### config.mk
export PLATFORM = sky130hd
export DESIGN_NAME = i2c_dual_addr_slave
export DESIGN_NICKNAME = d
export VERILOG_FILES = /design/src/rtl/i2c_slave_pkg.sv /design/src/rtl/i2c_line_sampler.sv /design/src/rtl/i2c_addr_match.sv /design/src/rtl/i2c_dual_addr_slave.sv
export SDC_FILE = /design/constraint.sdc
export NUM_CORES = 1
export LEC_CHECK = 0
export BUFFER_PORTS_ARGS = -buffer_cell sky130_fd_sc_hd__buf_2
export CAP_MARGIN = 20
export CORE_MARGIN = 8
export CORE_UTILIZATION = 29
export DETAILED_ROUTE_END_ITERATION = 10
export PLACE_DENSITY = 0.53
export SLEW_MARGIN = 20
export SYNTH_ARGS = -nofsm -noshare
export SYNTH_HDL_FRONTEND = slang
export SYNTH_HIERARCHICAL = 1
export SYNTH_SLANG_ARGS = --single-unit
### constraint.sdc
create_clock -name clk -period 2.5 [get_ports clk]
set_input_delay 0.5 -clock clk [delete_from_list [all_inputs] [get_ports clk]]
set_output_delay 0.5 -clock clk [all_outputs]
set_load 0.02 [all_outputs]
### src/rtl/i2c_slave_pkg.sv
package i2c_slave_pkg;

    localparam int BYTE_W = 8;

    typedef enum logic [3:0] {
        ST_IDLE, ST_ADDR, ST_AACK, ST_RXD, ST_RACK,
        ST_TXD, ST_TACK, ST_HOLD, ST_SKIP
    } slv_state_e;

    typedef enum logic [1:0] {
        MID_NONE = 2'd0,
        MID_OWN1 = 2'd1,
        MID_OWN2 = 2'd2,
        MID_GC   = 2'd3
    } match_id_e;

endpackage

### src/rtl/i2c_line_sampler.sv
module i2c_line_sampler #(
    parameter int SYNC_STAGES = 2
) (
    input  logic clk,
    input  logic rst_n,
    input  logic scl_i,
    input  logic sda_i,
    output logic sda_s,
    output logic scl_rise,
    output logic scl_fall,
    output logic start_det,
    output logic stop_det
);
    localparam int LAST = SYNC_STAGES - 1;

    logic [SYNC_STAGES-1:0] scl_sync, sda_sync;
    logic scl_p, sda_p, scl_s;

    // synchronizer chain, one flop per stage
    always_ff @(posedge clk or negedge rst_n) begin
        if (!rst_n) begin
            scl_sync <= '1;
            sda_sync <= '1;
            scl_p    <= 1'b1;
            sda_p    <= 1'b1;
        end else begin
            scl_sync[0] <= scl_i;
            sda_sync[0] <= sda_i;
            for (int k = 1; k < SYNC_STAGES; k++) begin
                scl_sync[k] <= scl_sync[k-1];
                sda_sync[k] <= sda_sync[k-1];
            end
            scl_p <= scl_sync[LAST];
            sda_p <= sda_sync[LAST];
        end
    end

    always_comb begin
        scl_s     = scl_sync[LAST];
        sda_s     = sda_sync[LAST];
        scl_rise  = scl_s & ~scl_p;
        scl_fall  = ~scl_s & scl_p;
        start_det = scl_s & scl_p & sda_p & ~sda_s;
        stop_det  = scl_s & scl_p & ~sda_p & sda_s;
    end

endmodule

### src/rtl/i2c_addr_match.sv
module i2c_addr_match
    import i2c_slave_pkg::*;
(
    input  logic [BYTE_W-1:0] addr_byte,
    input  logic              hdr_pend,
    input  logic              ten_done,
    input  logic [9:0]        cfg_own1,
    input  logic              cfg_addr10,
    input  logic [6:0]        cfg_own2,
    input  logic              cfg_own2_en,
    input  logic              cfg_gc_en,
    output logic              hit,
    output logic              hdr_only,
    output match_id_e         hit_id,
    output logic              hit_rw
);
    localparam logic [4:0] TEN_PREFIX = 5'b11110;

    logic ten_hdr;

    always_comb begin
        hit      = 1'b0;
        hdr_only = 1'b0;
        hit_id   = MID_NONE;
        hit_rw   = addr_byte[0];
        ten_hdr  = cfg_addr10 && (addr_byte[7:3] == TEN_PREFIX)
                   && (addr_byte[2:1] == cfg_own1[9:8]);
        if (hdr_pend) begin
            // second byte of a 10-bit write address
            hit    = (addr_byte == cfg_own1[7:0]);
            hit_id = hit ? MID_OWN1 : MID_NONE;
            hit_rw = 1'b0;
        end else if (ten_hdr && !addr_byte[0]) begin
            hit      = 1'b1;
            hdr_only = 1'b1;
        end else if (ten_hdr && ten_done) begin
            hit    = 1'b1;
            hit_id = MID_OWN1;
        end else if (!cfg_addr10 && (addr_byte[7:1] == cfg_own1[6:0])) begin
            hit    = 1'b1;
            hit_id = MID_OWN1;
        end else if (cfg_own2_en && (addr_byte[7:1] == cfg_own2)) begin
            hit    = 1'b1;
            hit_id = MID_OWN2;
        end else if (cfg_gc_en && (addr_byte == 8'h00)) begin
            hit    = 1'b1;
            hit_id = MID_GC;
        end
    end

endmodule

### src/rtl/i2c_dual_addr_slave.sv
module i2c_dual_addr_slave
    import i2c_slave_pkg::*;
#(
    parameter int SYNC_STAGES = 2
) (
    input  logic        clk,
    input  logic        rst_n,
    input  logic        scl_i,
    input  logic        sda_i,
    output logic        scl_oe,
    output logic        sda_oe,
    input  logic [9:0]  cfg_own1,
    input  logic        cfg_addr10,
    input  logic [6:0]  cfg_own2,
    input  logic        cfg_own2_en,
    input  logic        cfg_gc_en,
    input  logic        cfg_stretch_en,
    output logic [7:0]  rx_data,
    output logic        rx_valid,
    input  logic        rx_read,
    input  logic [7:0]  tx_data,
    input  logic        tx_write,
    output logic        tx_empty,
    output logic [1:0]  match_id,
    output logic        is_tx,
    output logic        ev_addr,
    output logic        ev_byte,
    output logic        ev_stop,
    output logic        err_bus,
    output logic        err_ovr,
    output logic        err_udr
);
    localparam int CNT_W = $clog2(BYTE_W + 1);
    localparam logic [CNT_W-1:0] CNT_FULL = CNT_W'(BYTE_W);
    localparam logic [CNT_W-1:0] CNT_LAST = CNT_W'(BYTE_W - 1);

    slv_state_e        st, st_n;
    match_id_e         mid, m_id;
    logic [BYTE_W-1:0] shreg, txsh, rx_buf, tx_buf;
    logic [CNT_W-1:0]  cnt;
    logic sda_s, scl_rise, scl_fall, start_det, stop_det;
    logic ack_drv, hdr_pend, ten_done, nack;
    logic m_hit, m_hdr, m_rw, hold_go, mid_byte;

    i2c_line_sampler #(.SYNC_STAGES(SYNC_STAGES)) u_samp (
        .clk(clk), .rst_n(rst_n), .scl_i(scl_i), .sda_i(sda_i),
        .sda_s(sda_s), .scl_rise(scl_rise), .scl_fall(scl_fall),
        .start_det(start_det), .stop_det(stop_det)
    );

    i2c_addr_match u_match (
        .addr_byte(shreg), .hdr_pend(hdr_pend), .ten_done(ten_done),
        .cfg_own1(cfg_own1), .cfg_addr10(cfg_addr10), .cfg_own2(cfg_own2),
        .cfg_own2_en(cfg_own2_en), .cfg_gc_en(cfg_gc_en),
        .hit(m_hit), .hdr_only(m_hdr), .hit_id(m_id), .hit_rw(m_rw)
    );

    // receive states count rises, transmit counts falls
    always_comb begin
        mid_byte = ((st == ST_ADDR || st == ST_RXD) && cnt > CNT_W'(1))
                 || (st == ST_TXD && cnt != '0);
        hold_go  = is_tx ? (!tx_empty || !cfg_stretch_en)
                         : (!rx_valid || !cfg_stretch_en);
    end

    // next-state logic
    always_comb begin
        st_n = st;
        if (stop_det) begin
            st_n = ST_IDLE;
        end else if (start_det) begin
            st_n = ST_ADDR;
        end else begin
            unique case (st)
                ST_IDLE, ST_SKIP: st_n = st;
                ST_ADDR: if (scl_fall && cnt == CNT_FULL) st_n = m_hit ? ST_AACK : ST_SKIP;
                ST_AACK: if (scl_fall) st_n = hdr_pend ? ST_ADDR : ST_HOLD;
                ST_RXD:  if (scl_fall && cnt == CNT_FULL) st_n = ST_RACK;
                ST_RACK: if (scl_fall) st_n = ST_HOLD;
                ST_HOLD: if (hold_go) st_n = is_tx ? ST_TXD : ST_RXD;
                ST_TXD:  if (scl_fall && cnt == CNT_LAST) st_n = ST_TACK;
                ST_TACK: if (scl_fall) st_n = nack ? ST_SKIP : ST_HOLD;
                default: st_n = ST_IDLE;
            endcase
        end
    end

    // state register
    always_ff @(posedge clk or negedge rst_n) begin
        if (!rst_n) st <= ST_IDLE;
        else        st <= st_n;
    end

    // datapath and event registers
    always_ff @(posedge clk or negedge rst_n) begin
        if (!rst_n) begin
            shreg <= '0; txsh <= '1; rx_buf <= '0; tx_buf <= '1;
            cnt <= '0; mid <= MID_NONE; is_tx <= 1'b0;
            ack_drv <= 1'b0; hdr_pend <= 1'b0; ten_done <= 1'b0; nack <= 1'b0;
            rx_valid <= 1'b0; tx_empty <= 1'b1;
            ev_addr <= 1'b0; ev_byte <= 1'b0; ev_stop <= 1'b0;
            err_bus <= 1'b0; err_ovr <= 1'b0; err_udr <= 1'b0;
        end else begin
            ev_addr <= 1'b0; ev_byte <= 1'b0; ev_stop <= 1'b0;
            err_bus <= 1'b0; err_ovr <= 1'b0; err_udr <= 1'b0;
            if (rx_read) rx_valid <= 1'b0;
            if (stop_det) begin
                err_bus  <= mid_byte;
                ev_stop  <= (mid != MID_NONE);
                mid      <= MID_NONE;
                is_tx    <= 1'b0;
                ten_done <= 1'b0;
                hdr_pend <= 1'b0;
                ack_drv  <= 1'b0;
                cnt      <= '0;
            end else if (start_det) begin
                err_bus  <= mid_byte;
                hdr_pend <= 1'b0;
                ack_drv  <= 1'b0;
                cnt      <= '0;
            end else begin
                unique case (st)
                    ST_ADDR, ST_RXD: begin
                        if (scl_rise) begin
                            shreg <= {shreg[BYTE_W-2:0], sda_s};
                            cnt   <= cnt + 1'b1;
                        end else if (scl_fall && cnt == CNT_FULL) begin
                            cnt     <= '0;
                            ack_drv <= (st == ST_RXD) || m_hit;
                            if (st == ST_RXD) begin
                                ev_byte <= 1'b1;
                                if (rx_valid) begin
                                    err_ovr <= 1'b1;
                                end else begin
                                    rx_buf   <= shreg;
                                    rx_valid <= 1'b1;
                                end
                            end else begin
                                hdr_pend <= m_hit && m_hdr;
                                if (!m_hdr) begin
                                    mid     <= m_id;
                                    is_tx   <= m_hit && m_rw;
                                    ev_addr <= m_hit;
                                end
                                if (m_hit && hdr_pend) ten_done <= 1'b1;
                            end
                        end
                    end
                    ST_AACK, ST_RACK: if (scl_fall) ack_drv <= 1'b0;
                    ST_HOLD: begin
                        cnt <= '0;
                        if (is_tx && hold_go) begin
                            txsh     <= tx_buf;
                            tx_empty <= 1'b1;
                            err_udr  <= tx_empty;
                        end
                    end
                    ST_TXD: if (scl_fall) begin
                        txsh <= {txsh[BYTE_W-2:0], 1'b1};
                        cnt  <= cnt + 1'b1;
                        if (cnt == CNT_LAST) begin
                            cnt     <= '0;
                            ev_byte <= 1'b1;
                        end
                    end
                    ST_TACK: if (scl_rise) nack <= sda_s;
                    default: ;
                endcase
            end
            if (tx_write) begin
                tx_buf   <= tx_data;
                tx_empty <= 1'b0;
            end
        end
    end

    // outputs
    always_comb begin
        sda_oe   = (st == ST_TXD) ? ~txsh[BYTE_W-1] : ack_drv;
        scl_oe   = (st == ST_HOLD) && !hold_go;
        rx_data  = rx_buf;
        match_id = mid;
    end

    assert_addr_event_has_id_R2: assert property (@(posedge clk) disable iff (!rst_n)
        ev_addr |-> (match_id != 2'd0)) else $error("address event without id");

    assert_gc_is_receiver_R4: assert property (@(posedge clk) disable iff (!rst_n)
        (match_id == 2'd3) |-> !is_tx) else $error("general call as transmitter");

    assert_skip_is_silent_R5: assert property (@(posedge clk) disable iff (!rst_n)
        (st == ST_SKIP) |-> (!sda_oe && !scl_oe)) else $error("unaddressed target drives bus");

    assert_stretch_held_R11: assert property (@(posedge clk) disable iff (!rst_n)
        (scl_oe && !rx_read && !tx_write && !start_det && !stop_det) |=> scl_oe)
        else $error("stretch released without host action");

    assert_overrun_keeps_byte_R12: assert property (@(posedge clk) disable iff (!rst_n)
        err_ovr |-> $stable(rx_data)) else $error("overrun replaced stored byte");

    assert_underrun_only_unstretched_R13: assert property (@(posedge clk) disable iff (!rst_n)
        err_udr |-> !$past(cfg_stretch_en)) else $error("underrun while stretching");

endmodule

After elaboration in Yosys (flattened, before gate mapping). Cells that the tools add are included.

Register bits: 61. Bits of input ports: 35. Output and inout port bits: 21.

$add $sub $neg: 1. Magnitude comparators: 1. Eq/ne operators: 38. Muxes and demuxes: 117. Bitwise gates (word level): 16. Reduce and logical (&&, ||, !) cells: 55.

Operators with widths (number): two-way mux 1 bit (78); two-way mux 4 bit (17); != test 4 bit (second input constant) (9); case mux 4 bit (8 select lines) (1); two-way mux 2 bit (13); == test 4 x 3 -> 1 bit (second input constant) (5); AND reduction 4 bit (5); logical AND 1 bit (16); two-way mux 8 bit (2); case mux 8 bit (2 select lines) (1); == test 7 bit (2); nonzero test 2 bit (7); != test 2 bit (second input constant) (6); case mux 4 bit (3 select lines) (1); AND reduction 6 bit (2); NOT 1 bit (9); == test 4 x 2 -> 1 bit (second input constant) (2); == test 4 bit (second input constant) (2); == test 8 bit (1); logical NOT 8 bit (1); != test 4 x 3 -> 1 bit (second input constant) (2); AND reduction 8 bit (1); nonzero test 4 bit (2); AND 1 bit (7); other kinds (20) (36).

Logic depth before layout (Yosys ltp).
Depth after elaboration: 16. Depth in mapped cells: 10. Mapped depth without buffers: 9.

Modules after synthesis. Netlist, hierarchy kept.

By module, submodules not included: i2c_dual_addr_slave (instances 1, cells an instance 255, area an instance 2722.6 µm², sequential area each 1397.6 µm²); i2c_addr_match (instances 1, cells an instance 55, area an instance 406.6 µm², sequential area each 0.0 µm²); i2c_line_sampler (instances 1, cells an instance 10, area an instance 190.2 µm², sequential area each 157.7 µm²).

Worst setup path before layout. No wires, ideal clock.

Kind: reg2reg. Start: register u_samp.scl_p. End: register is_tx. Setup time: 0.073 ns. Arrival: 2.322 ns. Setup slack: 0.105 ns. Cell stages (with the launch flop): 10. Cell sequence: dfstp_2 nor2b_1 buf_4 nand4b_2 or4_1 clkbuf_2 or4_1 buf_2 or2_0 a21oi_2.

Elaborated cells between the ends (all ways): 17.

RTL lines: from (decl) (line i2c_line_sampler.sv:17) `logic scl_p, sda_p, scl_s;`; from (signal assigned) (line i2c_line_sampler.sv:33) `scl_p <= scl_sync[LAST];`; AND 1 bit (line i2c_line_sampler.sv:42) `scl_fall = ~scl_s & scl_p;`; via scl_fall (line i2c_dual_addr_slave.sv:41) `logic sda_s, scl_rise, scl_fall, start_det, stop_det;`; logical AND 1 bit (line i2c_dual_addr_slave.sv:127) `end else if (scl_fall && cnt == CNT_FULL) begin`; nonzero test 2 bit (no line); AND reduction 6 bit (no line); to (signal assigned) (line i2c_dual_addr_slave.sv:142) `is_tx <= m_hit && m_rw;`; to (decl) (line i2c_dual_addr_slave.sv:25) `output logic is_tx,`.

The timed path passes the listed nets, and every way through them passes these cells. A chain may end at the register's enable or synchronous reset.

Final worst setup path. Same ends and word-level chain as after synthesis.

==> impl_metrics.py <==
metrics = {
    "outcome": {
        "status": "complete, no violations",
    },
    "synth": {
        "synthArstFlopShare_pct": 100.0,
        "synth-seq-cells": 61,
        "synthCells": 320,
        "syn_avg_cell_area_um2": 10.37,
        "synth_edf_count": 0,
        "synth_nets": 359,
        "dominantRegCellSynth": "dfrtp_1",
        "netlist_area_um2": 3319,
        "synth-seq-area-share_pct": 46.85,
        "yosys_warnings": 6,
        "ys_types": 56,
    },
    "floorplan": {
        "start_util_pct": 29.45,
        "fp-row-count": 39,
        "die-width_um": 123.0,
        "die_h_um": 123.0,
        "coreArea_um2": 11270,
        "ios": 56,
        "fp.dieArea_um2": 15130,
    },
    "routing": {
        "ant_nets": 0,
        "route.detailed.drc": 0,
        "wire_per_inst_um": 15.18,
        "first_pass_iters": 4,
        "num_vias": 2624,
        "vias_per_cell": 4.932,
        "drt-initial-drc-count": 126,
        "drt-total-wl_um": 8075,
    },
    "power_and_ir_drop": {
        "swShare_pct": 28.98,
        "power_switching_uw": 885.7,
        "p_per_area_nw_per_um2": 750.3,
        "p_leak_uw": 0.001824,
        "p_total_uw": 3057,
        "intPower_uw": 2171,
        "pwr-share-seq_pct": 44.7,
        "peakVddDrop_v": 0.0004067,
        "comb_power_share_pct": 17.9,
        "p_clk_share_pct": 37.5,
    },
    "global_routing": {
        "antenna_found_initial": 0,
        "gr-total-overflow": 0,
        "grt_usage_pct": 11.29,
        "grt_pass1_wl_um": 13320,
        "grt_max_degree": 31,
        "grt_pass1_vias": 2658,
    },
    "layout": {
        "nNetsFinal": 423,
        "instances_no_fill": 532,
        "layout_common_cells": "buf_2 (55), dfrtp_1 (38), nor2_1 (30)",
        "antenna_cells": 0,
        "seqCellArea_um2": 1555,
        "nFillCells": 1134,
        "syn_to_final_growth_pct": 22.73,
        "multiInputGateArea_um2": 1617,
        "drive_gt1_share_pct": 37.53,
        "layout_commonest_cell": "buf_2",
    },
    "timing": {
        "setup_viol": 0,
        "relSlewSlack_pct": 51.61,
        "worstMarginPinSlew_ns": 0.7258,
        "drv_slew": 0,
        "finalClockSkew_ns": 0.006646,
        "min_period_ns": 2.438,
        "final.period_utilization_pct": 97.52,
        "hold_ws_ns": 0.2246,
        "fmax_ghz": 0.4102,
        "hold_violations": 0,
        "rsz0062_at_grt": "yes",
    },
    "clock_tree": {
        "cts.sinks": 61,
        "cts_setup_buffers": 0,
        "clock_path_buffers": 2,
        "cts-root-buf": "clkbuf_16",
        "ctsHoldBuffers": 0,
        "cts_tree": "yes",
        "cts_max_level": 3,
        "cts_buffers": 9,
        "cts_resized": 0,
        "clock_latency_ns": 0.33,
        "path_clk_slew_ns": 0.05,
    },
    "critical_path": {
        "slowest_stage": "dfstp_2",
        "cp_common_cell": "or4_1",
        "cp_data_required_time_ns": 2.75,
        "cp_num_buf_inv": 0,
        "worstPathCellList": "nor2b_1, nand4b_2, or4_1, or4_1, or2_0, a21oi_2",
        "reg2reg_to": "is_tx",
        "max_stage_delay_ns": 0.53,
        "reg2reg_from": "u_samp/scl_p",
        "cp_top_family": "simple AND/OR/NAND/NOR gates",
        "reg2regPathDepth": 6,
        "r2r_slack_ns": 0.06,
        "worstSetupPathType": "reg -> reg",
        "cp-end-kind": "register",
        "worstPathArrival_ns": 2.69,
        "worstPathMaxFanout": 4,
        "start_kind": "register",
    },
    "flow_run": {
        "cap_violations": 0,
    },
    "placement": {
        "gp_congestion": 0.8339,
        "dp.cells": 516,
        "hpwl_um": 5963,
        "portBuffers": 55,
    },
    "worst_hold_path": {
        "hp-class": "in -> async",
    },
}
-- power by group through the flow --
stage	Combinational [µW]	Sequential, µW	Clock (µW)
2_1_floorplan	465	1280	0
3_3_place_gp	530	1380	0
3_5_place_dp	543	1390	0
4_1_cts	547	1370	1180
5_1_grt	602	1400	1220
6_report	546	1370	1150
-- synthesized netlist by cell type (2+ instances only) --
master	number	area share, %
o22ai_1	2	0.38
nor3b_1	2	0.45
nand2_1	21	2.4
nand2b_1	4	0.75
a31oi_1	7	1.3
dfrtp_1	38	29
mux2_2	27	9.2
and4b_1	4	1.2
or4_1	2	0.45
nand3_1	3	0.45
ha_1	4	1.5
clkbuf_1	11	1.2
nand4b_1	2	0.53
dfstp_2	23	18
buf_4	3	0.68
nor2_1	30	3.4
a211oi_1	2	0.45
nor2b_1	5	0.94
nand3b_1	2	0.45
o21a_1	2	0.45
nor3_1	8	1.2
inv_1	10	1.1
mux2i_1	9	2.7
xor2_1	11	2.9
nor4_1	10	1.9
a21oi_1	15	2.3
or2_2	3	0.57
a311oi_1	2	0.53
a211o_2	2	0.60
o32ai_1	2	0.53
or3_1	3	0.57
nand4_1	4	0.75
o21ai_0	11	1.7
xnor2_1	14	3.7
-- kinds of logic (layout without fill, tap and decap cells) --
group | count (synthesis) | after routing | share of synthesized area, %
xor gates and xnor gates | 25 | 25 | 6.596
AOI/OAI and AO/OA | 53 | 53 | 10.18
buffers and inverters | 28 | 97 | 4.447
adders and majority gates | 4 | 4 | 1.508
DFF | 61 | 61 | 46.85
muxes | 36 | 36 | 11.87
and+or+nand+nor | 113 | 113 | 18.55
-- sequential cells by signal (all words and copies together), names as in the netlist, 2 cells and up --
register / cells
txsh: 8
shreg: 8
tx_buf: 8
match_id: 2
st: 4
u_samp/sda_sync: 2
cnt: 4
u_samp/scl_sync: 2
rx_data: 8
-- layer usage --
layer	global-route usage, %	routed length [µm]
met2	17.74	3849
met5	0	0
met3	2.740	286
met1	13.94	3725
met4	6.546	214
-- metrics by stage --
step	area [µm²]	utilization (%)	setup TNS, ns	worst slack, ns
floorplan	3319	-	0	0.1053
global placement	3796	33.68	0	0.1213
detailed placement	3796	33.68	0	0.06863
CTS	4074	36.14	0	0.05872
global route	4074	36.14	-0.3085	-0.04295
finish	4074	36.14	0	0.06199
-- worst max path at each step --
stage	from	end	slack, ns	depth (start not counted)
3_3_place_gp	u_samp/scl_p	is_tx	0.12	6
4_1_cts	u_samp/scl_p	rx_data[1]	0.06	5
5_1_grt	cnt[0]	rx_data[1]	-0.04	6
6_report	u_samp/scl_p	is_tx	0.06	6
3_5_place_dp	u_samp/scl_p	is_tx	0.07	6
2_1_floorplan	u_samp/scl_p	is_tx	0.11	9
-- layout make-up --
class                           count  share of cell area (%)
Sequential cell                    61                   38.18
Inverter                           10                  0.9214
Tap cell                          143                   4.392
Clock buffer                       12                   6.296
Timing Repair Buffer               71                   10.01
Multi-Input combinational cell    231                   39.68
Clock inverter                      4                  0.5221
Power figures use the tool's default switching activity.
